--- src/rtl/pwm_upd_pkg.sv ---
package pwm_upd_pkg;
  localparam int IDX_W = 3;

  typedef struct packed {
    logic             bufWr;
    logic [IDX_W-1:0] bufIdx;
    logic             tempLoad;
    logic             cmpLoad;
  } upd_strobe_t;
endpackage

--- src/rtl/pwm_upd_ctrl.sv ---
module pwm_upd_ctrl
  import pwm_upd_pkg::*;
#(
  parameter int NUM_REGS   = 5,
  parameter int COMMIT_IDX = 4
) (
  input  logic             clk,
  input  logic             rst,
  input  logic             wrEn,
  input  logic [IDX_W-1:0] wrIdx,
  input  logic             subRun,
  input  logic             crestPulse,
  input  logic             troughPulse,
  input  logic [1:0]       updSel,
  output upd_strobe_t      strobes,
  output logic             pending
);
  localparam logic [IDX_W-1:0] LastIdx   = IDX_W'(NUM_REGS - 1);
  localparam logic [IDX_W-1:0] CommitIdx = IDX_W'(COMMIT_IDX);

  logic pendQ;
  logic loadedQ;
  logic validWr;
  logic commitWr;
  logic evtHit;

  always_comb begin
    validWr  = wrEn && (wrIdx <= LastIdx);
    commitWr = validWr && (wrIdx == CommitIdx);
    evtHit   = (crestPulse && updSel[0]) || (troughPulse && updSel[1]);
    strobes.bufWr    = validWr;
    strobes.bufIdx   = wrIdx;
    strobes.tempLoad = !subRun && (commitWr || pendQ);
    strobes.cmpLoad  = evtHit && loadedQ;
  end

  always_ff @(posedge clk) begin
    if (rst) begin
      pendQ   <= 1'b0;
      loadedQ <= 1'b0;
    end else begin
      if (commitWr && subRun)    pendQ <= 1'b1;
      else if (strobes.tempLoad) pendQ <= 1'b0;

      if (strobes.tempLoad)     loadedQ <= 1'b1;
      else if (strobes.cmpLoad) loadedQ <= 1'b0;
    end
  end

  assign pending = pendQ;

  // commit while subcounter runs must defer
  assert_defer_R5: assert property (@(posedge clk) disable iff (rst)
    (commitWr && subRun) |=> pendQ);
  // pending persists while the subcounter keeps running
  assert_pend_hold_R5: assert property (@(posedge clk) disable iff (rst)
    (pendQ && subRun) |=> pendQ);
  // pending clears once the subcounter is seen stopped
  assert_pend_release_R5: assert property (@(posedge clk) disable iff (rst)
    (pendQ && !subRun) |=> !pendQ);
  // disabled timing select never reloads compares
  assert_sel_off_R7: assert property (@(posedge clk) disable iff (rst)
    (updSel == 2'b00) |-> !strobes.cmpLoad);
endmodule

--- src/rtl/pwm_upd_dp.sv ---
module pwm_upd_dp
  import pwm_upd_pkg::*;
#(
  parameter int NUM_REGS = 5,
  parameter int DATA_W   = 16
) (
  input  logic                         clk,
  input  logic                         rst,
  input  upd_strobe_t                  strobes,
  input  logic [DATA_W-1:0]            wrData,
  output logic [NUM_REGS*DATA_W-1:0]   cmpOut
);
  logic [DATA_W-1:0] bufQ  [NUM_REGS];
  logic [DATA_W-1:0] tempQ [NUM_REGS];
  logic [DATA_W-1:0] cmpQ  [NUM_REGS];

  for (genvar i = 0; i < NUM_REGS; i++) begin : g_slot
    logic hitWr;
    logic [DATA_W-1:0] bufNext;

    always_comb begin
      hitWr   = strobes.bufWr && (strobes.bufIdx == IDX_W'(i));
      bufNext = hitWr ? wrData : bufQ[i];
    end

    always_ff @(posedge clk) begin
      if (rst) begin
        bufQ[i]  <= '0;
        tempQ[i] <= '0;
        cmpQ[i]  <= '0;
      end else begin
        bufQ[i] <= bufNext;
        if (strobes.tempLoad) tempQ[i] <= bufNext;
        if (strobes.cmpLoad)  cmpQ[i]  <= tempQ[i];
      end
    end

    assign cmpOut[i*DATA_W +: DATA_W] = cmpQ[i];

    // holding stage only moves on a commit copy
    assert_tmp_hold_R3: assert property (@(posedge clk) disable iff (rst)
      !strobes.tempLoad |=> $stable(tempQ[i]));
    // compare stage only moves on a qualified reload
    assert_cmp_hold_R8: assert property (@(posedge clk) disable iff (rst)
      !strobes.cmpLoad |=> $stable(cmpQ[i]));
  end
endmodule

--- src/rtl/pwm_cmp_updater.sv ---
module pwm_cmp_updater
  import pwm_upd_pkg::*;
#(
  parameter int NUM_REGS   = 5,
  parameter int DATA_W     = 16,
  parameter int COMMIT_IDX = 4
) (
  input  logic                       clk,
  input  logic                       rst,
  input  logic                       wrEn,
  input  logic [IDX_W-1:0]           wrIdx,
  input  logic [DATA_W-1:0]          wrData,
  input  logic                       subRun,
  input  logic                       crestPulse,
  input  logic                       troughPulse,
  input  logic [1:0]                 updSel,
  output logic [NUM_REGS*DATA_W-1:0] cmpOut,
  output logic                       pending
);
  upd_strobe_t strobes;

  pwm_upd_ctrl #(.NUM_REGS(NUM_REGS), .COMMIT_IDX(COMMIT_IDX)) u_ctrl (
    .clk(clk), .rst(rst), .wrEn(wrEn), .wrIdx(wrIdx), .subRun(subRun),
    .crestPulse(crestPulse), .troughPulse(troughPulse), .updSel(updSel),
    .strobes(strobes), .pending(pending)
  );

  pwm_upd_dp #(.NUM_REGS(NUM_REGS), .DATA_W(DATA_W)) u_dp (
    .clk(clk), .rst(rst), .strobes(strobes), .wrData(wrData), .cmpOut(cmpOut)
  );
endmodule

--- config.mk ---
export PLATFORM = sky130hd
export DESIGN_NAME = pwm_cmp_updater
export DESIGN_NICKNAME = d
export VERILOG_FILES = /design/src/rtl/pwm_upd_pkg.sv /design/src/rtl/pwm_upd_ctrl.sv /design/src/rtl/pwm_upd_dp.sv /design/src/rtl/pwm_cmp_updater.sv
export SDC_FILE = /design/constraint.sdc
export NUM_CORES = 1
export LEC_CHECK = 0
export ABC_AREA = 1
export BUFFER_PORTS_ARGS = -buffer_cell sky130_fd_sc_hd__buf_2
export CORE_MARGIN = 2
export CORE_UTILIZATION = 55
export DETAILED_ROUTE_END_ITERATION = 6
export PLACE_DENSITY = 0.84
export SLEW_MARGIN = 30
export SYNTH_ARGS = -nofsm -noshare
export SYNTH_HDL_FRONTEND = slang
export SYNTH_SLANG_ARGS = --single-unit
--- constraint.sdc ---
create_clock -name clk -period 7.9 [get_ports clk]
set_input_delay 0.395 -clock clk [delete_from_list [all_inputs] [get_ports clk]]
set_output_delay 0.395 -clock clk [all_outputs]
set_load 0.03 [all_outputs]
==> run summary <==
GPL Wtd Cong - 0.823
Clock root buffer - clkbuf_16
CP required - 8120 ps
Clk_skew - 6.99 ps
Yosys warning count - 0
# fillers - 1238
Crit path launch - rst
Post-Synth XOR/XNOR Area - 0%
Die area - 0.0181 mm²
Sink Count - 242
R2R Path Start - u_ctrl.pending
P&R area growth vs syn - 15.8%
Final setup fails - 0
Dpl cell area - 0.0100 mm²
DRC Markers - 0
Vias/cell - 4.97
Mux cell area share after synthesis - 0%
Worst hold slack - 123 ps
Post-synth EDFFs - 160
Area of the multi-input gates - 0.00201 mm²
Detailed placement HPWL - 11000 µm
Post-route minimum period - 2390 ps
Post-synthesis cell count - 960
Ports - 108
Simple-Gate Fraction of Synth Area - 20.1%
Vias in the first global route - 5940
Finished Cell Area - 0.0108 mm²
Starting Density - 56.3%
Worst min path class - primary input to flip-flop
GR Overflow Total - 0
Maximum buffer depth of the clock tree - 3
Busiest grt layer - met2
Complex-gate fraction of the synthesized area - 0.908%
Synthesized flop and latch total - 242
Met1 Use GR - 28.1%
Hold Fails Final Rpt - 0
Port Buf Inserts - 107
Post-synthesis sequential area ratio - 68.8%
Ys flop type - edfxtp_1
Layout cell share with drive strength beyond 1 - 15.1%
Layout Utilization - 65.2%
Element type at the critical path end - flip-flop
Drt pass-1 iters - 5
Post-Synth Adder-Cell Area - 0%
Slew @ Worst Pin - 792 ps
CTS HTree Levels - 1
Largest family of logic cells by synthesized area - simple AND/OR/NAND/NOR gates
Largest net degree at the start of global routing - 81
Unique cell type count in the Yosys netlist - 18
Setup Total Neg Slack - 0 ps
Register area - 0.00645 mm²
Die W - 135 µm
Worst vdd ir - 0.213 mV
Mapped Nets - 987
Final Slew Violations - 0
Iteration-0 DRC count of the detailed router - 697
Initial antenna violation count - 0
TritonCTS clock tree - yes
Async SR Flop Fraction - 0%
Non-filler cells, final - 1296
Tot GR Track Use - 20.6%
Drt total wl - 18700 µm
Arrival time at the worst endpoint - 2610 ps
Critical path startpoint category - primary input
MaxCap Viol Count - 0
Top cells by count, synth - 235 x nor2_1, 193 x inv_1, 174 x nand2_1
Power Density - 252 mW/mm²
Top-area cell type share of the netlist area - 51.3%
Max frequency - 419 MHz
Clk_lat worst skew - 510 ps
GRT met2 Usage - 33.8%
Placed Cells - 1251
Hold buffer count at cts - 0
Synth area leader - edfxtp_1
ANT nets after route - 0
Layout net count - 1085
Largest fanout on the critical path - 78
DR WL/cell - 14.4 µm
Synthesized area - 0.00937 mm²
GR Util met3 - 4.32%
Mean Syn Cell Area - 9.76 µm²
Row Count - 47
CTS buffer count - 24
Rel. slew slack - 47.2%
WS Path Type - primary input to flip-flop
Area contributors post-synth - edfxtp_1 51%, dfxtp_1 18%, nor2_1 9.4%
N_diodes - 0
Die height - 135 µm
Hold path start - subRun
Postcts setup bufs - 0
First-pass GRT wire length - 29100 µm
Clk slew on worst S/H paths - 60 ps
Total number of vias - 6436
Core ar. - 0.0166 mm²
Leakage - 4.87 nW
Most frequent cell after synthesis - nor2_1
RSZ-0062 raised after global routing - no
Status - finished, final reports clean
Final Cycle Share - 30.2%
Post-CTS sizing - 0
-- cells in the final DEF (no fill, tap or decap), types with 3 or more instances in the layout --
cell type  instances
buf_4              3
nand2_1          172
buf_2            107
clkbuf_1           4
nand3_1           47
edfxtp_1         160
clkinv_1           3
clkbuf_16         25
nor2_1           235
nand2_4            3
clkinv_2           6
inv_1            193
dfxtp_1           82
o21ai_0           17
nor2_4             4
clkbuf_8           5
-- cell families (layout without fill, tap and decap cells) --
family | after synthesis | after routing
compound gates | 17 | 17
buf+inv | 233 | 349
simple gates | 468 | 468
flops | 242 | 242
-- worst paths after layout --
check                                   endpoint  cells past startpoint  slack (ps)
worst max-delay path             u_dp.cmpQ[0][4]                      6        5510
worst min-delay path              u_ctrl.pending                      3         120
worst max register to register  u_dp.tempQ[4][0]                      4        6200
worst min register to register    u_ctrl.loadedQ                      2         520
-- flip-flops by register name, indices dropped and copies added (netlist names) --
| name | flops |
|---|---|
| u_dp.bufQ | 80 |
| u_dp.cmpQ | 80 |
| u_ctrl.pending | 1 |
| u_dp.tempQ | 80 |
| u_ctrl.loadedQ | 1 |
-- power by group --
part | total, mW | switching (mW) | internal (mW)
combinational | 0.171 | 0.132 | 0.0389
sequential | 1.41 | 0.0131 | 1.40
clock | 1.15 | 0.464 | 0.689
total | 2.73 | 0.609 | 2.12
-- layout make-up --
cell class | count | area share (%)
multi-input cells | 485 | 18.5
well taps | 220 | 2.54
clock inverters | 10 | 0.900
inverters | 194 | 6.71
flip-flops and latches | 242 | 59.4
clock buffers | 34 | 6.54
repair buffers | 111 | 5.40
-- metal layers --
layer | routed length (µm) | share of wire, % | vias up
li1 | - | - | 3105
met2 | 8970 | 48 | 288
met1 | 7530 | 40 | 3009
met5 | 0 | 0 | -
met4 | 463 | 2.5 | 0
met3 | 1710 | 9.1 | 34
-- stage by stage --
step / total power, mW / worst slack (ps)
floorplan: 1.55 / 4850
global placement: 1.60 / 5060
detailed placement: 1.60 / 4980
CTS: 2.74 / 5530
global route: 2.81 / 5270
finish: 2.73 / 5510
-- worst max-delay path: stages --
cell and delay, ps:
buf_2 80, buf_4 570, inv_1 540, nand3_2 240, buf_4 620, nor2_1 120
Note: power is estimated with default switching activity, not from simulation.
